**src/rtl/tmr_pkg.sv**
```systemverilog
package tmr_pkg;
    localparam int NCH       = 8;
    localparam int CNT_W     = 16;
    localparam int PRE_W     = 8;
    localparam int SCALE_MAX = 8;
    localparam int RST_CH    = 6;
    localparam int LINE_W    = 4;

    typedef enum logic [2:0] {
        OFF_SETUP = 3'd0,
        OFF_CNT   = 3'd1,
        OFF_CMP1  = 3'd2,
        OFF_CMP2  = 3'd3,
        OFF_STAT  = 3'd4,
        OFF_IEN   = 3'd5,
        OFF_NEN   = 3'd6,
        OFF_ROUTE = 3'd7
    } reg_off_e;

    typedef struct packed {
        logic       en;
        logic       done;
        logic [1:0] m2;
        logic [1:0] m1;
        logic [3:0] scale;
    } setup_t;

    function automatic logic [PRE_W-1:0] pre_limit(input logic [3:0] scale);
        logic [3:0] s;
        logic [PRE_W:0] p;
        s = (scale > 4'(SCALE_MAX)) ? 4'(SCALE_MAX) : scale;
        p = (PRE_W+1)'(1) << s;
        return PRE_W'(p - (PRE_W+1)'(1));
    endfunction

    function automatic logic [CNT_W-1:0] pack_setup(input setup_t c);
        return {c.en, 2'b00, c.done, 2'b00, c.m2, c.m1, 2'b00, c.scale};
    endfunction
endpackage

```
**src/rtl/tmr_prescale.sv**
```systemverilog
module tmr_prescale
    import tmr_pkg::*;
(
    input  logic       clk,
    input  logic       rst,
    input  logic       en,
    input  logic       clr,
    input  logic [3:0] scale,
    output logic       tick
);
    logic [PRE_W-1:0] pre;
    logic [PRE_W-1:0] limit;

    assign limit = pre_limit(scale);
    assign tick  = en && (pre == limit);

    always_ff @(posedge clk) begin
        if (rst || clr || !en) pre <= '0;
        else if (tick)         pre <= '0;
        else                   pre <= pre + 1'b1;
    end

    AST_TICK_SPACING: assert property (@(posedge clk) disable iff (rst)
        (tick && limit != '0) |=> !tick);
endmodule

```
**src/rtl/tmr_channel.sv**
```systemverilog
module tmr_channel
    import tmr_pkg::*;
(
    input  logic             clk,
    input  logic             rst,
    input  logic             wr_en,
    input  logic [2:0]       off,
    input  logic [CNT_W-1:0] wdata,
    output setup_t           cfg,
    output logic [CNT_W-1:0] cnt,
    output logic [CNT_W-1:0] cmp1,
    output logic [CNT_W-1:0] cmp2,
    output logic [1:0]       st
);
    logic tick;
    logic cnt_we, clr_we;
    logic hit1, hit2;

    assign cnt_we = wr_en && (off == OFF_CNT);
    assign clr_we = wr_en && (off == OFF_STAT);
    assign hit1   = tick && (cnt == cmp1);
    assign hit2   = tick && (cnt == cmp2);

    tmr_prescale u_pre (
        .clk   (clk),
        .rst   (rst),
        .en    (cfg.en),
        .clr   (cnt_we),
        .scale (cfg.scale),
        .tick  (tick)
    );

    always_ff @(posedge clk) begin
        if (rst) begin
            cfg <= '0;
        end else if (wr_en && off == OFF_SETUP) begin
            cfg.en <= wdata[15];
            if (!cfg.done) begin
                cfg.done  <= 1'b1;
                cfg.m2    <= wdata[9:8];
                cfg.m1    <= wdata[7:6];
                cfg.scale <= wdata[3:0];
            end
        end
    end

    always_ff @(posedge clk) begin
        if (rst) begin
            cmp1 <= '0;
            cmp2 <= '0;
        end else begin
            if (wr_en && off == OFF_CMP1) cmp1 <= wdata;
            if (wr_en && off == OFF_CMP2) cmp2 <= wdata;
        end
    end

    always_ff @(posedge clk) begin
        if (rst)         cnt <= '0;
        else if (cnt_we) cnt <= wdata;
        else if (hit2)   cnt <= '0;
        else if (tick)   cnt <= cnt + 1'b1;
    end

    always_ff @(posedge clk) begin
        if (rst) begin
            st <= '0;
        end else begin
            st[0] <= (hit1 && cfg.m1 == 2'b11) || (st[0] && !(clr_we && wdata[0]));
            st[1] <= (hit2 && cfg.m2 == 2'b11) || (st[1] && !(clr_we && wdata[1]));
        end
    end

    AST_HOLD_IDLE: assert property (@(posedge clk) disable iff (rst)
        (!cfg.en && !cnt_we) |=> $stable(cnt));
    AST_DONE_STAYS: assert property (@(posedge clk) disable iff (rst)
        cfg.done |=> cfg.done);
    AST_CFG_LOCK: assert property (@(posedge clk) disable iff (rst)
        cfg.done |=> ($stable(cfg.scale) && $stable(cfg.m1) && $stable(cfg.m2)));
    AST_WRAP_ZERO: assert property (@(posedge clk) disable iff (rst)
        (hit2 && !cnt_we) |=> (cnt == '0));
    AST_STICKY: assert property (@(posedge clk) disable iff (rst)
        (st[1] && !(clr_we && wdata[1])) |=> st[1]);
endmodule

```
**src/rtl/tmr_bank.sv**
```systemverilog
module tmr_bank
    import tmr_pkg::*;
#(
    parameter int N    = NCH,
    localparam int CH_W = $clog2(N)
) (
    input  logic              clk,
    input  logic              rst,
    input  logic              reg_we,
    input  logic [CH_W-1:0]   reg_ch,
    input  logic [2:0]        reg_off,
    input  logic [31:0]       reg_wdata,
    output logic [31:0]       reg_rdata,
    output logic [N-1:0]      irq_out,
    output logic [N-1:0]      nmi_out,
    output logic [N-1:0]      rst_out,
    output logic [N*LINE_W-1:0] irq_line
);
    setup_t           cfg  [N];
    logic [CNT_W-1:0] cnt  [N];
    logic [CNT_W-1:0] cmp1 [N];
    logic [CNT_W-1:0] cmp2 [N];
    logic [1:0]       st   [N];
    logic [31:0]      ien, nen, route;
    logic [4:0]       slot_lo;

    assign slot_lo = {1'b0, reg_ch[1:0], 2'b00};

    for (genvar n = 0; n < N; n++) begin : g_ch
        tmr_channel u_ch (
            .clk   (clk),
            .rst   (rst),
            .wr_en (reg_we && reg_ch == CH_W'(n)),
            .off   (reg_off),
            .wdata (reg_wdata[CNT_W-1:0]),
            .cfg   (cfg[n]),
            .cnt   (cnt[n]),
            .cmp1  (cmp1[n]),
            .cmp2  (cmp2[n]),
            .st    (st[n])
        );

        assign irq_out[n] = (st[n][0] && ien[n]) || (st[n][1] && ien[n+8]);
        assign nmi_out[n] = (st[n][0] && nen[n]) || (st[n][1] && nen[n+8]);
        assign irq_line[n*LINE_W +: LINE_W] = route[(n%4)*LINE_W +: LINE_W];

        if (n < RST_CH) begin : g_rst
            assign rst_out[n] = (st[n] != 2'b00) && nen[n+24];
        end else begin : g_norst
            assign rst_out[n] = 1'b0;
        end
    end

    always_ff @(posedge clk) begin
        if (rst) begin
            ien   <= '0;
            nen   <= '0;
            route <= '0;
        end else if (reg_we) begin
            case (reg_off)
                OFF_IEN: ien <= reg_wdata;
                OFF_NEN: nen <= reg_wdata;
                OFF_ROUTE: begin
                    route[slot_lo +: LINE_W]         <= reg_wdata[LINE_W-1:0];
                    route[slot_lo + 5'd16 +: LINE_W] <= reg_wdata[LINE_W-1:0];
                end
                default: ;
            endcase
        end
    end

    always_comb begin
        case (reg_off)
            OFF_SETUP: reg_rdata = {16'h0, pack_setup(cfg[reg_ch])};
            OFF_CNT:   reg_rdata = {16'h0, cnt[reg_ch]};
            OFF_CMP1:  reg_rdata = {16'h0, cmp1[reg_ch]};
            OFF_CMP2:  reg_rdata = {16'h0, cmp2[reg_ch]};
            OFF_STAT:  reg_rdata = {30'h0, st[reg_ch]};
            OFF_IEN:   reg_rdata = ien;
            OFF_NEN:   reg_rdata = nen;
            default:   reg_rdata = route;
        endcase
    end

    AST_ROUTE_PAIR: assert property (@(posedge clk) disable iff (rst)
        (reg_we && reg_off == OFF_ROUTE) |=> (route[15:0] == route[31:16]));
endmodule

```
**config.mk**
```make
export PLATFORM = sky130hd
export DESIGN_NAME = tmr_bank
export DESIGN_NICKNAME = d
export VERILOG_FILES = /design/src/rtl/tmr_pkg.sv /design/src/rtl/tmr_prescale.sv /design/src/rtl/tmr_channel.sv /design/src/rtl/tmr_bank.sv
export SDC_FILE = /design/constraint.sdc
export NUM_CORES = 2
export LEC_CHECK = 0
export BUFFER_PORTS_ARGS = -buffer_cell sky130_fd_sc_hd__buf_2
export CAP_MARGIN = 20
export CORE_ASPECT_RATIO = 0.5
export CORE_MARGIN = 4
export CORE_UTILIZATION = 35
export CTS_CLUSTER_DIAMETER = 120
export DETAILED_ROUTE_END_ITERATION = 10
export PLACE_DENSITY = 0.62
export SLEW_MARGIN = 20
export SYNTH_ARGS = -nofsm -noshare
export SYNTH_HDL_FRONTEND = slang
export SYNTH_SLANG_ARGS = --single-unit
```
**constraint.sdc**
```tcl
create_clock -name clk -period 5.35 [get_ports clk]
set_input_delay 1.3375 -clock clk [delete_from_list [all_inputs] [get_ports clk]]
set_output_delay 1.3375 -clock clk [all_outputs]
set_load 0.01 [all_outputs]
```
# Yosys cells after proc, flatten, opt, wreduce, memory -nomap -nowiden
# Cells that the tools add are included.
# classes
addsub	27
multipliers	0
div_mod_pow	0
n_lt_le_gt_ge	9
n_eq_ne	54
shifts	12
n_mux	50
bitwise	9
n_reduce_logical	265
# op_table
op	count
16-bit 2-to-1 mux	30
16-bit == test	16
32-bit one-hot mux with 7 select lines	1
1-bit logical AND	158
16-bit binary-select mux with 3-bit select	3
16-bit by 1-bit adder with 16-bit output, second input constant	8
8-bit by 1-bit adder with 8-bit output, second input constant	8
32-bit bitwise mux	2
8-bit == test	8
4-bit by 7-bit variable shift with 32-bit output, first input constant	2
4-bit by 7-bit indexed part select with 32-bit output	2
1-bit by 4-bit << shifter with 8-bit output, first input constant	8
8-bit by 1-bit subtractor with 8-bit output, second input constant	8
1-bit logical OR	48
2-bit == test, second input constant	16
4-bit greater-than comparator, second input constant	8
4-bit 2-to-1 mux	8
10-bit binary-select mux with 3-bit select	1
3-bit == test, second input constant	8
1-bit zero test	24
3-bit nonzero test	8
2-bit AND reduction	11
10-bit 2-to-1 mux	2
2-bit OR reduction	8
other kinds (12)	30
# totals
reg_bits	640
latch_bits	0
ram_bits	0
rom_bits	0
in_bits	41
output_inout_bits	88
word_cells	509
memories	0

# Longest topological paths before layout
# logic_depth
depth_word	9
mapped_depth	14
ltp_nobuf	9

# By module
# From an unflattened synthesis, not the netlist that was laid out.
# unflattened
hier_cells	4381
area_unflattened_um2	36730.2
# modules_own_cells
mod	n_inst	cells_per_inst	area_each_um2	seq_area_each_um2
tmr_channel	8	358	2927.8	1201.2
tmr_bank	1	976	8797.2	1921.8
tmr_prescale (g_ch[0].u_ch.u_pre ...)	7	67	560.5	160.2
tmr_prescale (g_ch[7].u_ch.u_pre)	1	72	586.8	160.2

# Worst setup path after synthesis
# Ideal clock, no wire load.
# synth_path
kind	in2out
startpoint	input port reg_ch[1]
endpoint	output port reg_rdata[9]
t_arrival_ns	3.340
t_required_ns	4.013
setup_slack_ns	0.672
stages	9
path_buffers	4
cell_sequence	clkbuf_1 buf_2 buf_1 clkbuf_1 mux4_2 mux2i_1 o22ai_1 a21oi_1 a21oi_1
# synth_between
elab_chain_len	5
elab_cells_between_ends	14
classes_between	mux (13); bitwise (1)
# synth_lines
element	line	rtl
start: declaration	tmr_bank.sv:10	input logic [CH_W-1:0] reg_ch,
3-bit NOT with 4-bit output (not written as such) *	-	
16-bit binary-select mux with 3-bit select (tied with other cells)	tmr_bank.sv:77	OFF_CMP2: reg_rdata = {16'h0, cmp2[reg_ch]};
16-bit 2-to-1 mux (not written as such) (tied with other cells) (2 in a row)	tmr_bank.sv:77	
32-bit one-hot mux with 7 select lines *	tmr_bank.sv:73	case (reg_off)
end: declaration	tmr_bank.sv:13	output logic [31:0] reg_rdata,
# Every way passes the cells marked *; elsewhere a longest branch is shown, timed or not. The select of a mux whose other input is x is not followed.

# Final worst setup path
# layout_path
startpoint	input port reg_ch[1]
endpoint	output port reg_rdata[0]
# layout_between
elab_chain_len	5
elab_cells_between_ends	17
classes_between	mux (16); bitwise (1)
# layout_lines
element	line	rtl
3-bit NOT with 4-bit output (not written as such) *	-	
2-bit binary-select mux with 3-bit select (tied with other cells)	tmr_bank.sv:78	OFF_STAT: reg_rdata = {30'h0, st[reg_ch]};
2-bit 2-to-1 mux (not written as such) (tied with other cells) (2 in a row)	tmr_bank.sv:78	
32-bit one-hot mux with 7 select lines *	tmr_bank.sv:73	
# Marks and branches as above.

==> out/qor.yml <==
fin_crit_sh_pct: 92.1
die_area_sq_um: 111000
antenna_left: 0
synth_top_area_cell: "dfxtp_1"
p_per_area_nw_per_um2: 264
netlist_area_sq_um: 36800
setup-violations-final: 0
cts.sinks: 640
regArea_sq_um: 12800
yosys.area_share.simple_pct: 24.3
layout_setup_ws_ps: 421
cap_violations: 0
grt_overflow_total: 0
synth_cells: 4637
yosysMostFrequentCell: "nand2_1"
io_buffer_count: 126
synthTopCellsByCount: "940 x nand2_1, 640 x dfxtp_1, 454 x a21oi_1"
area_delta_synth_final_pct: 11.3
drc: 0
post_cts_resized: 0
outcome: "completed"
synth_compound_area_share_pct: 14.9
critPathLaunchType: "input pin"
synth_cell_types: 83
row_count: 83
synth_ff_type: "dfxtp_1"
clock_latency_ps: 680
wirelength_um: 176000
vias: 36900
grt_max_degree: 190
fin_crit_ps: 4930
first_iter_violations: 6115
cts_hold_buf: 0
place.gp.congestion: 1.07
slew_headroom_pct: 24.4
min_path_type: "reg -> reg"
dp.final_hpwl_um: 125000
ys_warn_count: 0
firstDrtPassIters: 6
start_util_pct: 35.6
worstPathMaxFanout: 22
drv_slew: 0
synth_area_leaders: "dfxtp_1 35%, nand2_1 9.6%, mux4_2 7.3%"
grt_pass1_vias: 33400
syn_area_per_cell_sq_um: 7.94
irDropWorstVdd_uv: 215
clockBufferDepth: 3
critPathKind: "in -> out"
die_y_um: 237
layout.nets: 4604
synth_seq_cells: 640
pre_cts_slack_ps: 433
io-pin-count: 129
grt_pass1_wl_um: 246000
synth_top_area_share_pct: 34.8
grt_antenna_before_repair: 23
drive_above_1_share_pct: 12.7
clock.fmax_ghz: 0.203
cts_made_buffers: 68
leakage_nw: 14.1
yosysSeqAreaShare_pct: 34.8
tns_ps: 0
slowest_delay_ps: 620
ctsHtreeMaxLevel: 3
tritoncts: "yes"
finClkSkew_ps: 27.2
worstPathRequired_ps: 4010
hold_path_depth: 2
crit_slowest_cell: "mux4_1"
track_usage_pct: 30.4
synth.area.mux_share_pct: 11.0
synth_xor_area_share_pct: 8.21
ctsRootBufferMaster: "clkbuf_16"
cts_setup_buffers: 0
critPathArrivalTime_ps: 3590
multi_input_area_sq_um: 22000
path_clk_slew_ps: 70
hold_slack_ps: 455
rsz0062_at_grt: "no"
worst-slew-pin-transition_ps: 1130
drt-wirelength-per-cell_um: 29.3
rr_worst_depth: 9
synth_top_family_by_area: "simple AND/OR/NAND/NOR gates"
yosys.area_share.adder_pct: 1.09
synth_edf_count: 0
path_cells: "buf_6 > buf_12 > mux4_1 > mux2i_1 > o22ai_1 > o32a_1 > buf_2"
die_w_um: 467
async_flop_share_pct: 0
fillers: 10500
end_kind: "output pin"
vias_per_cell: 6.16
hold_viol_final: 0
fp.coreArea_sq_um: 103000
[path summary, 6_finish.rpt]
check	slack, ps	from	end
worst max-delay path	420	reg_ch[1]	reg_rdata[0]
worst min-delay path	450	route[29]	route[29]
worst max register to register	1450	g_ch[5].u_ch.cfg[1]	g_ch[5].u_ch.cnt[11]
worst min register to register	450	route[29]	route[29]
[critical path, delay by kind of cell]
family	cells	cell delay [ps]
buffers and inverters	3	740
AO/OA/AOI/OAI	2	590
multiplexers	2	870
[routing by layer]
metal	up-vias	GRT usage [%]	wire length, um
met1	17900	41.1	70200
met2	2568	43.2	71500
li1	16000	-	-
met3	464	10.1	23900
met5	-	0	23
met4	4	14.9	10200
[kinds of logic (layout without fill, tap and decap cells)]
kind of cell	count (synthesis)	after routing
muxes	253	253
adders and majority gates	32	32
AOI/OAI and AO/OA	915	915
other	1	9
xor gates and xnor gates	345	345
buffers and inverters	492	436
DFF	640	640
and+or+nand+nor	1959	1959
[cell type report]
class	instances	share of cell area, %
Clock inverter	25	0.849
Multi-Input combinational cell	3506	53.7
Clock buffer	96	4.81
Tap cell	1402	4.28
Inverter	25	0.229
Antenna cell	7	0.0427
Timing Repair Buffer	290	4.81
Sequential cell	640	31.3
[layout by cell type (no fill, tap or decap), types with 32 or more instances in the layout]
cell / netlist / final
and3_1: 37 / 36
buf_4: 41 / 156
nor2b_1: 45 / 45
mux2i_1: 116 / 116
nand4_1: 76 / 76
xor2_1: 131 / 131
mux4_2: 119 / 119
a31oi_1: 59 / 59
nor4_1: 40 / 33
ha_1: 32 / 32
o21ai_0: 135 / 135
a311oi_1: 39 / 39
or3_1: 37 / 37
clkbuf_16: 0 / 70
xnor2_1: 214 / 214
dfxtp_1: 640 / 640
nand2_1: 940 / 940
a21oi_1: 454 / 454
nor3_1: 55 / 53
or4_1: 44 / 44
nor2_1: 375 / 372
nand3_1: 182 / 182
buf_2: 16 / 123
[metrics by stage]
step / instance area [sq um] / instances / total power, mW / util, %
final: 41000 / 5991 / 10.8 / 39.6
after global routing: 41000 / 5985 / 11.0 / 39.6
after CTS: 40900 / 5982 / 10.8 / 39.6
after detailed placement: 38600 / 5861 / 5.77 / 37.3
after global placement: 38600 / 5861 / 5.76 / 37.3
after floorplan: 36800 / 4638 / 5.42 / -
[report_power, final]
part / leakage, nW / total [mW] / switching (mW) / internal [mW]
Clock: 1.14 / 5.11 / 2.19 / 2.93
Combinational: 7.80 / 0.848 / 0.614 / 0.234
Sequential: 5.16 / 4.85 / 0.0562 / 4.79
Total: 14.1 / 10.8 / 2.86 / 7.95
[registers in the layout, summed over array words and instances (netlist names)]
| name | flops |
|---|---|
| g_ch.u_ch.cmp1 | 128 |
| g_ch.u_ch.cmp2 | 128 |
| g_ch.u_ch.cnt | 128 |
| g_ch.u_ch.cfg | 80 |
| g_ch.u_ch.u_pre.pre | 64 |
| ien | 32 |
| nen | 32 |
| route | 32 |
| g_ch.u_ch.st | 16 |
Power figures use the tool's default switching activity.
